[config.mk]
export PLATFORM = sky130hd
export DESIGN_NAME = sb_ctrl
export DESIGN_NICKNAME = d
export VERILOG_FILES = /design/src/rtl/sb_pkg.sv /design/src/rtl/sb_issue_gate.sv /design/src/rtl/sb_wb_arb.sv /design/src/rtl/sb_ctrl.sv
export SDC_FILE = /design/constraint.sdc
export NUM_CORES = 1
export LEC_CHECK = 0
export ABC_CLOCK_PERIOD_IN_PS = 4900
export CORE_AREA = 4 4 142 144
export DETAILED_ROUTE_END_ITERATION = 8
export DIE_AREA = 0 0 146 148
export PLACE_DENSITY = 0.75
export SYNTH_ARGS = -nofsm -noshare
export SYNTH_HDL_FRONTEND = slang
export SYNTH_SLANG_ARGS = --single-unit
[constraint.sdc]
create_clock -name clk -period 4.9 [get_ports clk]
set_clock_uncertainty 0.15 [all_clocks]
set_input_delay 0.98 -clock clk [delete_from_list [all_inputs] [get_ports clk]]
set_output_delay 0.98 -clock clk [all_outputs]
set_load 0.01 [all_outputs]
[src/rtl/sb_pkg.sv]
package sb_pkg;
    typedef enum logic [1:0] {
        PH_IDLE     = 2'd0,
        PH_WAIT_OPS = 2'd1,
        PH_EXEC     = 2'd2,
        PH_WAIT_WR  = 2'd3
    } sb_phase_e;
endpackage

[src/rtl/sb_issue_gate.sv]
module sb_issue_gate #(
    parameter int NFU   = 4,
    parameter int NREG  = 16,
    parameter int FU_W  = 2,
    parameter int REG_W = 4
) (
    input  logic             in_valid,
    input  logic [FU_W-1:0]  in_fu,
    input  logic [REG_W-1:0] in_dst,
    input  logic [NFU-1:0]   busy,
    input  logic [NREG-1:0]  pend,
    output logic             ready,
    output logic [NFU-1:0]   start
);
    logic unit_free;

    // structural and WAW check against registered tables
    always_comb begin
        unit_free = 1'b0;
        for (int u = 0; u < NFU; u++) begin
            if (in_fu == FU_W'(u)) unit_free = !busy[u];
        end
        ready = unit_free && !pend[in_dst];
    end

    for (genvar u = 0; u < NFU; u++) begin : g_start
        assign start[u] = in_valid && ready && (in_fu == FU_W'(u));
    end
endmodule

[src/rtl/sb_wb_arb.sv]
module sb_wb_arb #(
    parameter int NFU   = 4,
    parameter int FU_W  = 2,
    parameter int REG_W = 4
) (
    input  logic [NFU-1:0]            cand,
    input  logic [NFU-1:0]            busy,
    input  logic [NFU-1:0][REG_W-1:0] fi,
    input  logic [NFU-1:0][REG_W-1:0] fj,
    input  logic [NFU-1:0][REG_W-1:0] fk,
    input  logic [NFU-1:0]            rj,
    input  logic [NFU-1:0]            rk,
    output logic [NFU-1:0]            grant,
    output logic [FU_W-1:0]           gidx,
    output logic                      any
);
    logic [NFU-1:0] blocked;
    logic [NFU-1:0] elig;

    // WAR: another unit still owes a read of this destination
    always_comb begin
        blocked = '0;
        for (int u = 0; u < NFU; u++) begin
            for (int v = 0; v < NFU; v++) begin
                if (v != u && busy[v] &&
                    ((fj[v] == fi[u] && rj[v]) || (fk[v] == fi[u] && rk[v])))
                    blocked[u] = 1'b1;
            end
        end
        elig = cand & ~blocked;
    end

    // fixed priority, lowest index wins
    always_comb begin
        grant = '0;
        gidx  = '0;
        any   = 1'b0;
        for (int u = NFU - 1; u >= 0; u--) begin
            if (elig[u]) begin
                grant    = '0;
                grant[u] = 1'b1;
                gidx     = FU_W'(u);
                any      = 1'b1;
            end
        end
    end
endmodule

[src/rtl/sb_ctrl.sv]
module sb_ctrl #(
    parameter int NFU  = 4,
    parameter int NREG = 16,
    parameter int OP_W = 4,
    localparam int FU_W  = (NFU > 1) ? $clog2(NFU) : 1,
    localparam int REG_W = (NREG > 1) ? $clog2(NREG) : 1
) (
    input  logic                clk,
    input  logic                rst_n,
    input  logic                in_valid,
    input  logic [FU_W-1:0]     in_fu,
    input  logic [OP_W-1:0]     in_op,
    input  logic [REG_W-1:0]    in_dst,
    input  logic [REG_W-1:0]    in_src1,
    input  logic [REG_W-1:0]    in_src2,
    output logic                in_ready,
    output logic [NFU-1:0]      fu_start,
    output logic [NFU-1:0]      fu_read,
    input  logic [NFU-1:0]      fu_done,
    output logic [NFU-1:0]      fu_write,
    output logic [REG_W-1:0]    wr_reg,
    output logic [NFU*OP_W-1:0] unit_op
);
    import sb_pkg::*;

    typedef struct packed {
        sb_phase_e        ph;
        logic [OP_W-1:0]  op;
        logic [REG_W-1:0] fi;
        logic [REG_W-1:0] fj;
        logic [REG_W-1:0] fk;
        logic [FU_W-1:0]  qj;
        logic [FU_W-1:0]  qk;
        logic             qjv;
        logic             qkv;
        logic             rj;
        logic             rk;
    } fu_ent_t;

    typedef struct packed {
        fu_ent_t [NFU-1:0]             fu;
        logic [NREG-1:0]               rv;
        logic [NREG-1:0][FU_W-1:0]     ru;
    } state_t;

    state_t state_q, state_d;

    logic [NFU-1:0]            busy, cand, rj_v, rk_v, grant;
    logic [NFU-1:0][REG_W-1:0] fi_v, fj_v, fk_v;
    logic [FU_W-1:0]           gidx;
    logic                      wr_any;
    logic [NFU-1:0]            rd_d;

    for (genvar u = 0; u < NFU; u++) begin : g_view
        assign busy[u] = state_q.fu[u].ph != PH_IDLE;
        assign cand[u] = state_q.fu[u].ph == PH_WAIT_WR;
        assign fi_v[u] = state_q.fu[u].fi;
        assign fj_v[u] = state_q.fu[u].fj;
        assign fk_v[u] = state_q.fu[u].fk;
        assign rj_v[u] = state_q.fu[u].rj;
        assign rk_v[u] = state_q.fu[u].rk;
        assign unit_op[u*OP_W +: OP_W] = state_q.fu[u].op;
    end

    sb_issue_gate #(.NFU(NFU), .NREG(NREG), .FU_W(FU_W), .REG_W(REG_W)) i_gate (
        .in_valid (in_valid),
        .in_fu    (in_fu),
        .in_dst   (in_dst),
        .busy     (busy),
        .pend     (state_q.rv),
        .ready    (in_ready),
        .start    (fu_start)
    );

    sb_wb_arb #(.NFU(NFU), .FU_W(FU_W), .REG_W(REG_W)) i_arb (
        .cand  (cand),
        .busy  (busy),
        .fi    (fi_v),
        .fj    (fj_v),
        .fk    (fk_v),
        .rj    (rj_v),
        .rk    (rk_v),
        .grant (grant),
        .gidx  (gidx),
        .any   (wr_any)
    );

    assign fu_write = grant;
    assign fu_read  = rd_d;
    assign wr_reg   = wr_any ? state_q.fu[gidx].fi : '0;

    always_comb begin
        fu_ent_t ent;
        state_d = state_q;
        rd_d    = '0;
        ent     = '0;

        // read operands / execution handshake
        for (int u = 0; u < NFU; u++) begin
            if (state_q.fu[u].ph == PH_WAIT_OPS && state_q.fu[u].rj && state_q.fu[u].rk) begin
                rd_d[u]           = 1'b1;
                state_d.fu[u].ph  = PH_EXEC;
                state_d.fu[u].rj  = 1'b0;
                state_d.fu[u].rk  = 1'b0;
            end else if (state_q.fu[u].ph == PH_EXEC && fu_done[u]) begin
                state_d.fu[u].ph  = PH_WAIT_WR;
            end
        end

        // write result: free writer, wake its consumers
        if (wr_any) begin
            state_d.rv[state_q.fu[gidx].fi] = 1'b0;
            state_d.fu[gidx] = '0;
            for (int v = 0; v < NFU; v++) begin
                if (state_q.fu[v].qjv && state_q.fu[v].qj == gidx) begin
                    state_d.fu[v].qjv = 1'b0;
                    state_d.fu[v].rj  = 1'b1;
                end
                if (state_q.fu[v].qkv && state_q.fu[v].qk == gidx) begin
                    state_d.fu[v].qkv = 1'b0;
                    state_d.fu[v].rk  = 1'b1;
                end
            end
        end

        // issue
        if (|fu_start) begin
            ent.ph  = PH_WAIT_OPS;
            ent.op  = in_op;
            ent.fi  = in_dst;
            ent.fj  = in_src1;
            ent.fk  = in_src2;
            ent.qj  = state_q.ru[in_src1];
            ent.qk  = state_q.ru[in_src2];
            ent.qjv = state_q.rv[in_src1] && !(wr_any && state_q.ru[in_src1] == gidx);
            ent.qkv = state_q.rv[in_src2] && !(wr_any && state_q.ru[in_src2] == gidx);
            ent.rj  = !ent.qjv;
            ent.rk  = !ent.qkv;
            state_d.fu[in_fu]  = ent;
            state_d.rv[in_dst] = 1'b1;
            state_d.ru[in_dst] = in_fu;
        end
    end

    always_ff @(posedge clk or negedge rst_n) begin
        if (!rst_n) state_q <= '0;
        else        state_q <= state_d;
    end

    a_r8_single_write: assert property (@(posedge clk) disable iff (!rst_n)
        $onehot0(fu_write));

    for (genvar u = 0; u < NFU; u++) begin : g_chk
        a_r4_busy_after_start: assert property (@(posedge clk) disable iff (!rst_n)
            fu_start[u] |=> !fu_start[u]);
        a_r5_no_read_at_issue: assert property (@(posedge clk) disable iff (!rst_n)
            fu_start[u] |-> !fu_read[u]);
        a_r6_done_before_write: assert property (@(posedge clk) disable iff (!rst_n)
            fu_read[u] |=> !fu_write[u]);
        a_r9_free_after_write: assert property (@(posedge clk) disable iff (!rst_n)
            fu_write[u] |=> (unit_op[u*OP_W +: OP_W] == '0));
    end
endmodule

# Yosys cells after proc, flatten, opt, wreduce, memory -nomap -nowiden
# Index checks and enable logic that the tools add are counted.
# word_totals
ff_bits,152
inputBits,25
out_inout_bits,33
word_cells,311
# op_classes
magnitude_cmp,10
eq_ne,49
n_mux,87
bitwise,7
reduce_logical,97
# op_table
op,n
$mux W152,1
$mux W120,1
$and A104 B104 Y104,1
$bwmux W104,1
$demux W26 S2,2
$not A104 Y104,1
$eq A4 B4 Y1,24
$logic_and A1 B1 Y1,70
$bmux W26 S2,1
$mux W26,2
$mux W1,45
$mux W2,19
$bwmux W32,1
$eq A2 B2 Y1,10
$eq A2 B2 Y1 const B,10
$lt A4 B5 Y1 const B,4
$mux W20,1
$mux W4,5
$and A16 B16 Y16,1
$bmux W2 S4,2
$not A16 Y16,1
$or A16 B16 Y16,1
$bmux W1 S4,3
$logic_or A1 B1 Y1,12
other kinds (12),31

# Logic depth before layout (Yosys ltp)
# logic_depth
word_depth,24
mapped_depth,13

# Cells and area by module
# Synthesis repeated with hierarchy kept, for this count alone.
# hier_totals
cells_unflattened,1003
hier_area_um2,9482.8
# modules_own_cells
module,n_inst,cells_per_inst,area_each_um2,seq_area_each_um2
sb_ctrl,1,786,7875.1,3803.6
sb_wb_arb,1,186,1338.8,0.0
sb_issue_gate,1,31,269.0,0.0

# Least setup slack after synthesis
# OpenSTA, ideal clock, no wires.
# synth_path
kind,input-to-output
from,input port in_dst[0]
to,output port fu_start[2]
arrival_time_ps,3354
setup_slack_ps,416
stages,11
n_path_buf,4
cell_sequence,buf_2 > mux4_2 > mux4_2 > a211oi_2 > and2_1 > buf_2 > nand2_1 > or2_1 > buf_4 > clkinv_2 > buf_4
# synth_between
elab_chain_len,6
# synth_lines
item,line_no,rtl
"start, declared",sb_ctrl.sv:13,"input logic [REG_W-1:0] in_dst,"
$bmux W1 S4,sb_issue_gate.sv:23,ready = unit_free && !pend[in_dst];
$mux W1 (not written as such),sb_issue_gate.sv:23,
$logic_not A1 Y1,sb_issue_gate.sv:23,
$logic_and A1 B1 Y1,sb_issue_gate.sv:23,
via in_ready,sb_ctrl.sv:16,"output logic in_ready,"
$logic_and A1 B1 Y1 (2 in series),sb_issue_gate.sv:27,assign start[u] = in_valid && ready && (in_fu == FU_W'(u));
"end, declared",sb_ctrl.sv:17,"output logic [NFU-1:0] fu_start,"
# The timed path passes the listed nets, and every way through them passes these cells. The select of a mux whose other input is x is not followed.

# Worst setup path in the final report
# layout_path
from,input port in_dst[0]
to,output port fu_start[0]
# layout_between
elab_chain_len,6
# layout_lines
item,line_no
$bmux W1 S4,sb_issue_gate.sv:23
$mux W1 (not written as such),sb_issue_gate.sv:23
$logic_not A1 Y1,sb_issue_gate.sv:23
$logic_and A1 B1 Y1,sb_issue_gate.sv:23
$logic_and A1 B1 Y1 (2 in series),sb_issue_gate.sv:27
# Every way passes these cells. The select of a mux whose other input is x is not followed.

==> reports/qor.yml <==
setup_path:
  r2r.worst_path.cells: 9
  timing.rr.start: "state_q[35]"
  cpMostUsedCell: "mux4_2"
  crit_arrival_ns: 3.64
  worstPathRequired_ns: 3.77
  slowest_delay_ns: 0.53
  end_kind: "primary output"
  startpoint_type: "input port"
  critPathKind: "input port to primary output"
  critPathMaxFanout: 7
  cp_cell_sequence: "clkdlybuf4s50_1 > buf_6 > mux4_2 > mux4_2 > a211oi_2 > buf_4 > nand2_1 > or3_4 > inv_1 > clkbuf_2"
  worst_path_max_delay_cell: "mux4_2"
  reg2reg_slack_ns: 1.34
die:
  coreArea_um2: 18700
  dieArea_um2: 21600
  fp.dieW_um: 146
  die_height_um: 148
  rows: 50
  pin_count: 58
  initial_utilization: 0.495
power:
  power.leakage_nw: 4.69
  vdd.ir_drop.worst_v: 0.000359
  finalPower_mw: 7.33
  powerDensity_nw_per_um2: 684
detailed_routing:
  viasPerCell: 6.25
  dr.pass1.iters: 5
  num_vias: 7821
  drt_iter0_markers: 768
  wl_per_cell_um: 21.7
  drt_wl_total_um: 27200
  drcViolationCount: 0
  antenna_left: 0
placed_design:
  placed_cells: 1219
  detailed_place_hpwl_um: 19200
  io_buffers: 57
  globalplace.congestion: 0.944
synthesis:
  syn-num-nets: 988
  yosys.cell_types.count: 68
  synth_area_um2: 9270
  yosys.area.top_type: "dfrtp_1"
  netlist_instances: 963
  ys_seq_area_frac: 0.410
  yosys_warnings: 0
  synth_seq_cells: 152
  ys_top_cells_by_area: "dfrtp_1 (41%), xnor2_1 (7.8%), mux4_2 (7.3%), nand2_1 (6.2%), nand3_1 (4.8%)"
  postSynthAreaPerCell_um2: 9.62
  synth_top_area_frac: 0.410
  async_reset_ff_frac: 1.00
  synth-edff-count: 0
  ys.flop_type: "dfrtp_1"
cts:
  clk_pin_slew_ns: 0.06
  cts_tree: "built"
  root_buffer: "clkbuf_16"
  htreeDepth: 4
  clockBufferDepth: 2
  hold_buffers: 0
  cts_made_buffers: 17
  clk_latency_ns: 0.43
  cts_sinks: 152
cells_and_area:
  final_cell_mix: "nand2_1 (153), dfrtp_1 (148), nand3_1 (88)"
  antenna_cells: 0
  final_common_cell: "nand2_1"
  drive_above_1_share: 0.187
  area_growth_pct: 15.7
  fin_cells: 1252
  nets: 1030
sta:
  slew_violations: 0
  setup_viol: 0
  fin_crit_ns: 4.77
  hold_violations: 0
  slew_headroom: 0.371
  max_freq_mhz: 210
  rsz0062_at_grt: "no"
  finalCritPeriodShare: 0.973
  worst_pin_slew_ns: 0.943
min_path:
  hp-class: "flop to flop"
  hp-start: "unit_op[1]"
  hold-path-endpoint: "unit_op[1]"
  holdPathStages: 2
global_routing:
  grt_pass1_vias: 7699
  antenna_found_initial: 0
  grt_max_degree: 99
  track_usage: 0.256
  overflow: 0
  grt_pass1_wl_um: 43300
status:
  status: "completed"
flow_run:
  max-cap-violations: 0
## area by class of cell
type,instances,area (um^2)
fill,1595,7990
multi-input combinational,692,4920
sequential,152,3810
timing repair buffer,115,998
clock buffer,20,457
tap,234,293
clock inverter,12,140
inverter,27,104
## worst max path at each step
stage | startpoint | end | slack (ns) | depth (start not counted)
global route | state_q[73] | wr_reg[0] | 0.005 | 11
finish | in_dst[0] | fu_start[0] | 0.13 | 10
detailed placement | in_dst[0] | fu_start[2] | -0.33 | 11
global placement | in_dst[0] | fu_start[2] | -0.29 | 11
CTS | in_dst[0] | fu_start[0] | 0.008 | 10
floorplan | in_dst[0] | fu_start[2] | 0.42 | 11
## per-stage QoR
step | setup slack (ns) | setup TNS [ns] | cell area (um^2) | hold slack [ns] | util
6_report | 0.132 | 0 | 10700 | 0.347 | 0.573
5_1_grt | 0.00525 | 0 | 10700 | 0.377 | 0.573
4_1_cts | 0.00821 | 0 | 10700 | 0.350 | 0.571
3_5_place_dp | -0.331 | -0.931 | 10100 | 0.334 | 0.538
3_3_place_gp | -0.293 | -0.773 | 10100 | 0.323 | 0.538
2_1_floorplan | 0.416 | 0 | 9270 | 0.307 | -
## synth_stat cells, types with 3 or more instances
library cell and instances:
nand2_1 153, dfrtp_1 152, nand3_1 88, xnor2_1 82, mux2_2 38, nor2_1 33, mux4_2 30, buf_2 28
clkbuf_1 28, buf_4 26, inv_1 24, nand4_1 24, o21ai_0 24, a21oi_1 19, xor2_1 18, a31oi_1 16
nor3_1 13, o31ai_1 13, mux2i_1 12, nand3b_1 12, o22ai_1 10, o21ai_1 9, buf_1 8, a21o_1 7
a2bb2oi_1 6, nor4_1 6, a32oi_1 4, nand2b_1 4, nand4b_1 4, nor2b_1 4, nor3b_1 4, o21a_1 4
or3_1 4, a211o_1 3, and2_1 3, o211ai_1 3, o221ai_1 3
## critical path, delay by kind of cell
family | cells | cell delay [ns]
multiplexers | 2 | 1.03
buffers and inverters | 5 | 0.99
AO/OA/AOI/OAI | 1 | 0.20
AND/OR/NAND/NOR | 2 | 0.43
## cell families (layout without fill, tap and decap cells)
logic type / Yosys count / in the layout / synth area share
AO/OA/AOI/OAI: 138 / 138 / 0.0990
XOR/XNOR: 100 / 100 / 0.0945
buffers and inverters: 119 / 174 / 0.0644
flip-flops: 152 / 152 / 0.410
multiplexers: 80 / 80 / 0.132
AND/OR/NAND/NOR: 374 / 374 / 0.200
## metal layers
metal | wire [um] | GRT usage
met5 | 0 | 0
met4 | 1120 | 0.112
met3 | 2530 | 0.0714
met2 | 12900 | 0.409
met1 | 10700 | 0.327
## power by group
part	internal, mW	total [mW]	switching [mW]
Sequential	1.76	2.49	0.734
Combinational	1.71	3.50	1.79
Clock	0.783	1.34	0.554
## what timing repair did
| action | 4_1_cts | 5_1_grt |
|---|---|---|
| gates cloned | 0 | 0 |
| setup endpoints to repair | 6 | 7 |
| resized for setup | 8 | 22 |
| buffers inserted | 1 | 0 |
| pin swaps | 1 | 0 |
No activity file was read; power rests on OpenSTA's default activity.
